--- src/rtl/pic_cfg_pkg.sv ---
package pic_cfg_pkg;
    localparam int BYTE_W = 8;
    localparam int NLINES = 8;
    localparam int LINE_W = $clog2(NLINES);

    typedef enum logic [1:0] {
        SEQ_IDLE = 2'd0,
        SEQ_BASE = 2'd1,
        SEQ_CASC = 2'd2,
        SEQ_MODE = 2'd3
    } seq_t;

    typedef enum logic [1:0] {
        WK_NONE,
        WK_INIT,
        WK_CTL2,
        WK_CTL3
    } wk_t;

    localparam logic [2:0] SUB_SPEC_EOI = 3'd3;

    typedef struct packed {
        wk_t               kind;
        logic              eoi_hit;
        logic [LINE_W-1:0] eoi_line;
        logic              rdsel_upd;
        logic              rdsel_pend;
        logic              init_edge;
        logic              init_single;
        logic              init_want4;
    } cmd_t;

    function automatic wk_t classify(input logic [BYTE_W-1:0] b);
        if (b[4])              return WK_INIT;
        else if (b[4:3] == 2'b00) return WK_CTL2;
        else                   return WK_CTL3;
    endfunction
endpackage

--- src/rtl/pic_cmd_decode.sv ---
module pic_cmd_decode
    import pic_cfg_pkg::*;
(
    input  logic [BYTE_W-1:0] byte_i,
    output cmd_t              cmd_o
);
    always_comb begin
        cmd_o             = '0;
        cmd_o.kind        = classify(byte_i);
        cmd_o.eoi_line    = byte_i[LINE_W-1:0];
        cmd_o.eoi_hit     = (cmd_o.kind == WK_CTL2) && (byte_i[7:5] == SUB_SPEC_EOI);
        cmd_o.rdsel_upd   = (cmd_o.kind == WK_CTL3) && byte_i[1];
        cmd_o.rdsel_pend  = byte_i[0];
        cmd_o.init_edge   = byte_i[3];
        cmd_o.init_single = byte_i[1];
        cmd_o.init_want4  = byte_i[0];
    end
endmodule

--- src/rtl/pic_init_seq.sv ---
module pic_init_seq
    import pic_cfg_pkg::*;
#(
    parameter bit IS_MASTER = 1'b1
) (
    input  logic              clk,
    input  logic              rst,
    input  logic              wr_cmd,
    input  logic              wr_data,
    input  logic [BYTE_W-1:0] byte_i,
    input  cmd_t              cmd_i,
    output logic [BYTE_W-1:0] mask_o,
    output logic [BYTE_W-1:0] vec_base_o,
    output logic [BYTE_W-1:0] casc_cfg_o,
    output logic              edge_o,
    output logic              casc_mode_o
);
    seq_t state;
    logic want4;

    always_ff @(posedge clk) begin
        if (rst) begin
            state       <= SEQ_IDLE;
            want4       <= 1'b0;
            mask_o      <= '0;
            vec_base_o  <= '0;
            casc_cfg_o  <= '0;
            edge_o      <= 1'b0;
            casc_mode_o <= 1'b0;
        end else if (wr_cmd && cmd_i.kind == WK_INIT) begin
            state       <= SEQ_BASE;
            mask_o      <= '0;
            edge_o      <= cmd_i.init_edge;
            casc_mode_o <= !cmd_i.init_single;
            want4       <= cmd_i.init_want4;
        end else if (wr_data) begin
            unique case (state)
                SEQ_IDLE: mask_o <= byte_i;
                SEQ_BASE: begin
                    vec_base_o <= {byte_i[BYTE_W-1:LINE_W], {LINE_W{1'b0}}};
                    if (casc_mode_o) begin
                        state <= SEQ_CASC;
                    end else begin
                        casc_cfg_o <= '0;
                        state      <= want4 ? SEQ_MODE : SEQ_IDLE;
                    end
                end
                SEQ_CASC: begin
                    if (IS_MASTER)
                        casc_cfg_o <= byte_i;
                    else
                        casc_cfg_o <= {{(BYTE_W-LINE_W){1'b0}}, byte_i[LINE_W-1:0]};
                    state <= want4 ? SEQ_MODE : SEQ_IDLE;
                end
                SEQ_MODE: state <= SEQ_IDLE;
                default:  state <= SEQ_IDLE;
            endcase
        end
    end
endmodule

--- src/rtl/pic_rd_port.sv ---
module pic_rd_port
    import pic_cfg_pkg::*;
(
    input  logic              clk,
    input  logic              rst,
    input  logic              rd_en,
    input  logic              addr,
    input  logic              sel_upd,
    input  logic              sel_pend,
    input  logic [BYTE_W-1:0] pend_in,
    input  logic [BYTE_W-1:0] insvc_in,
    input  logic [BYTE_W-1:0] mask_in,
    output logic [BYTE_W-1:0] rdata
);
    logic show_pend;

    always_ff @(posedge clk) begin
        if (rst) begin
            show_pend <= 1'b1;
            rdata     <= '0;
        end else begin
            if (sel_upd)
                show_pend <= sel_pend;
            if (rd_en)
                rdata <= addr ? mask_in : (show_pend ? pend_in : insvc_in);
        end
    end
endmodule

--- src/rtl/pic_cfg_frontend.sv ---
module pic_cfg_frontend
    import pic_cfg_pkg::*;
#(
    parameter bit IS_MASTER = 1'b1
) (
    input  logic              clk,
    input  logic              rst,
    input  logic              wr_en,
    input  logic              rd_en,
    input  logic              addr,
    input  logic [BYTE_W-1:0] wdata,
    output logic [BYTE_W-1:0] rdata,
    input  logic [BYTE_W-1:0] pend_in,
    input  logic [BYTE_W-1:0] insvc_in,
    output logic [BYTE_W-1:0] mask_o,
    output logic [BYTE_W-1:0] vec_base_o,
    output logic [BYTE_W-1:0] casc_cfg_o,
    output logic              edge_trig_o,
    output logic              casc_mode_o,
    output logic              eoi_stb_o,
    output logic [LINE_W-1:0] eoi_line_o
);
    cmd_t cmd;
    logic wr_cmd, wr_data;

    assign wr_cmd  = wr_en && !addr;
    assign wr_data = wr_en && addr;

    pic_cmd_decode u_dec (
        .byte_i (wdata),
        .cmd_o  (cmd)
    );

    pic_init_seq #(.IS_MASTER(IS_MASTER)) u_seq (
        .clk         (clk),
        .rst         (rst),
        .wr_cmd      (wr_cmd),
        .wr_data     (wr_data),
        .byte_i      (wdata),
        .cmd_i       (cmd),
        .mask_o      (mask_o),
        .vec_base_o  (vec_base_o),
        .casc_cfg_o  (casc_cfg_o),
        .edge_o      (edge_trig_o),
        .casc_mode_o (casc_mode_o)
    );

    pic_rd_port u_rd (
        .clk      (clk),
        .rst      (rst),
        .rd_en    (rd_en),
        .addr     (addr),
        .sel_upd  (wr_cmd && cmd.rdsel_upd),
        .sel_pend (cmd.rdsel_pend),
        .pend_in  (pend_in),
        .insvc_in (insvc_in),
        .mask_in  (mask_o),
        .rdata    (rdata)
    );

    always_ff @(posedge clk) begin
        if (rst) begin
            eoi_stb_o  <= 1'b0;
            eoi_line_o <= '0;
        end else begin
            eoi_stb_o <= wr_cmd && cmd.eoi_hit;
            if (wr_cmd && cmd.eoi_hit)
                eoi_line_o <= cmd.eoi_line;
        end
    end
endmodule

--- config.mk ---
export PLATFORM = sky130hd
export DESIGN_NAME = pic_cfg_frontend
export DESIGN_NICKNAME = d
export VERILOG_FILES = /design/src/rtl/pic_cfg_pkg.sv /design/src/rtl/pic_cmd_decode.sv /design/src/rtl/pic_init_seq.sv /design/src/rtl/pic_rd_port.sv /design/src/rtl/pic_cfg_frontend.sv
export SDC_FILE = /design/constraint.sdc
export NUM_CORES = 1
export LEC_CHECK = 0
export ABC_AREA = 1
export BUFFER_PORTS_ARGS = -buffer_cell sky130_fd_sc_hd__buf_2
export CORE_MARGIN = 2
export CORE_UTILIZATION = 37
export DETAILED_ROUTE_END_ITERATION = 12
export SETUP_SLACK_MARGIN = 0.2
export SKIP_LAST_GASP = 1
export SLEW_MARGIN = 20
export SYNTH_ARGS = -nofsm -noshare
export SYNTH_HDL_FRONTEND = slang
export SYNTH_SLANG_ARGS = --single-unit
--- constraint.sdc ---
create_clock -name clk -period 1.55 [get_ports clk]
set_input_delay 0 -clock clk [delete_from_list [all_inputs] [get_ports clk]]
set_output_delay 0 -clock clk [all_outputs]
set_load 0.1 [all_outputs]
==> results.json <==
{
  "status": "complete, no violations",
  "min_path_type": "primary input to flip-flop",
  "cts_tree": "yes",
  "cts-root-buf": "clkbuf_8",
  "setup_tns_ns": 0,
  "gp_congestion": 0.795,
  "finalNonFillerCells": 397,
  "synthTopCellsByArea": "dfxtp_1 (43%), nand2_1 (12%), nor2_1 (8.6%)",
  "pin_count": 67,
  "dpl_cell_area_um2": 2180,
  "synth_compound_area_frac": 0.151,
  "initial_utilization": 0.386,
  "fin_worst_skew_ns": 0.00877,
  "synthSimpleGateAreaFrac": 0.293,
  "utilization": 0.509,
  "worstSetupStartpointType": "flip-flop",
  "synthCells": 260,
  "p_comb_frac": 0.245,
  "cp_cell_sequence": "inv_2 > ha_4 > nand2_2 > nor2_4 > buf_12 > nand2_1 > nand2_1 > nor2_1",
  "dp.cells": 383,
  "worstRegToRegCells": 8,
  "drt_iter0_markers": 64,
  "worst-endpoint-arrival_ns": 1.48,
  "cts_buffers": 5,
  "crit_type": "flip-flop to flip-flop",
  "drive_gt1_frac": 0.285,
  "final_cell_mix": "buf_2 (63), nand2_1 (60), nor2_1 (41)",
  "worstSkewPairLatency_ns": 0.30,
  "whs_path_depth": 3,
  "syn_to_final_growth_pct": 31.7,
  "synth_cell_types": 24,
  "muxShareOfSynthArea": 0,
  "num_rows": 25,
  "ant_nets": 0,
  "tightestPinTransition_ns": 0.565,
  "cts_sinks": 39,
  "swShare": 0.354,
  "drc_errors": 0,
  "yosysTopAreaCell": "dfxtp_1",
  "yosys_warnings": 0,
  "overflow": 0,
  "dr.pass1.iters": 4,
  "die_area_um2": 5510,
  "chipWidth_um": 74.2,
  "endpoint_kind": "flip-flop",
  "max_freq_ghz": 0.785,
  "cp.required_ns": 1.75,
  "antenna_cells": 0,
  "ys_seq_area_frac": 0.428,
  "wl_mm": 4.69,
  "intPower_mw": 1.66,
  "synth_seq_cells": 39,
  "grt_max_degree": 18,
  "synth_xor_area_frac": 0,
  "htree_levels": 2,
  "viasPerCell": 4.61,
  "path_common_cell": "nand2_1",
  "grt_pass1_wl_mm": 7.29,
  "synth_top_family_by_area": "simple AND/OR/NAND/NOR gates",
  "pre_cts_ws_ns": 0.122,
  "period_minus_slack_ns": 1.27,
  "wl_per_cell_um": 11.8,
  "setup_ws_ns": 0.276,
  "rsz0062_at_grt": "true",
  "finalCritPeriodShare": 0.822,
  "post-dp-hpwl_mm": 3.42,
  "power_density_nw_per_um2": 1070,
  "slowest_stage": "dfxtp_2",
  "cts.clk_slew.worst_paths_ns": 0.08,
  "grt_pass1_vias": 1555,
  "io_buffers": 63,
  "antenna_found_initial": 0,
  "avgSynthCellArea_um2": 7.02,
  "p_sw_mw": 0.911,
  "synth_top_area_frac": 0.428,
  "maxSlewHeadroom": 0.623,
  "cts_buffer_depth": 2,
  "hold_viol": 0,
  "track_usage": 0.173,
  "slew_violations": 0,
  "num-nets-final": 363,
  "drv_cap": 0,
  "crit_fanout": 8,
  "die_h_um": 74.2,
  "max_stage_delay_ns": 0.36,
  "p_seq_frac": 0.418,
  "final_common_cell": "buf_2",
  "setup_viol": 0,
  "peakVddDrop_mv": 0.605,
  "coreArea_um2": 4720,
  "synthAdderAreaFrac": 0.0343,
  "final_cell_area_um2": 2400,
  "vias": 1830,
  "syn_area_um2": 1820,
  "p_clk_frac": 0.337,
  "p_leak_nw": 1.19
}
[layout make-up]
type | count | area, um2
repair buffers | 72 | 420
multi-input cells | 186 | 906
clock inverters | 3 | 43.8
inverters | 25 | 95.1
fillers | 506 | 2320
well taps | 67 | 83.8
flip-flops and latches | 39 | 785
clock buffers | 5 | 68.8
[per-layer routing]
layer  global-route usage  vias to the layer above  routed length (um)
li1                     -                      970                   -
met1                0.234                      800                2260
met2                0.272                       55                2110
met3               0.0515                        5                 278
met4               0.0417                        0                  41
met5                    0                        -                   0
[critical path, delay by kind of cell, from the launching register on]
family / cells / cell delay, ns
buffers and inverters: 2 / 0.21
and+or+nand+nor: 5 / 0.35
DFF: 1 / 0.36
adders and majority gates: 1 / 0.26
[logic make-up after synthesis]
logic type	count (synthesis)
flip-flops	39
buffers and inverters	37
other	1
adder cells (fa/ha/maj)	5
AND/OR/NAND/NOR	127
AO/OA/AOI/OAI	51
[power groups by stage]
stage / Sequential [mW] / Combinational (mW) / Clock [mW]
after CTS: 1.07 / 0.620 / 0.883
after global placement: 1.10 / 0.603 / 0
after floorplan: 1.38 / 0.201 / 0
after global routing: 1.08 / 0.674 / 0.928
after detailed placement: 1.10 / 0.607 / 0
final: 1.08 / 0.631 / 0.869
[Yosys cell counts]
master	count
dfxtp_1	39
inv_1	23
buf_6	1
clkinv_2	1
buf_4	4
nor3_1	1
inv_2	1
nor2_4	2
nand3_1	14
buf_2	4
or2_2	1
buf_1	1
o211ai_1	8
nand2_1	60
nor2_2	1
ha_1	5
conb_1	1
nand3_2	1
clkbuf_1	2
a21oi_1	28
o21ai_0	15
nand4_1	3
nor2_1	42
nand2_2	2
[what timing repair did]
action                     CTS  global route
gates cloned                 0             1
setup buffers                1             1
hold endpoints to repair     5             0
gates resized for setup      1             8
hold buffers                 3             0
pin swaps                    1             2
setup endpoints to repair   15            22
[sequential cells by signal, indices dropped and copies added, names as in the netlist, 2 cells and up]
| signal | flops |
|---|---|
| eoi_line_o | 3 |
| u_rd.rdata | 8 |
| u_seq.casc_cfg_o | 8 |
| u_seq.mask_o | 8 |
| u_seq.state | 2 |
| u_seq.vec_base_o | 5 |
[metrics by stage]
step / hold WS [ns] / power, mW
finish: 0.00379 / 2.58
floorplan: 0.0617 / 1.58
CTS: 0.00126 / 2.58
detailed placement: 0.224 / 1.70
global route: 0.000617 / 2.68
global placement: 0.229 / 1.70
[worst paths after layout]
| check | startpoint | to | slack, ns |
|---|---|---|---|
| setup / recovery | u_seq.state[0]$_SDFFE_PP0P_ | u_seq.casc_cfg_o[7]$_SDFFE_PP0P_ | 0.28 |
| hold / removal | insvc_in[3] | u_rd.rdata[3]$_SDFFE_PP0P_ | 0.004 |
| setup reg to reg | u_seq.state[0]$_SDFFE_PP0P_ | u_seq.casc_cfg_o[7]$_SDFFE_PP0P_ | 0.28 |
| hold reg to reg | u_seq.casc_cfg_o[4]$_SDFFE_PP0P_ | u_seq.casc_cfg_o[4]$_SDFFE_PP0P_ | 0.48 |
No activity file was read; power rests on OpenSTA's default activity.
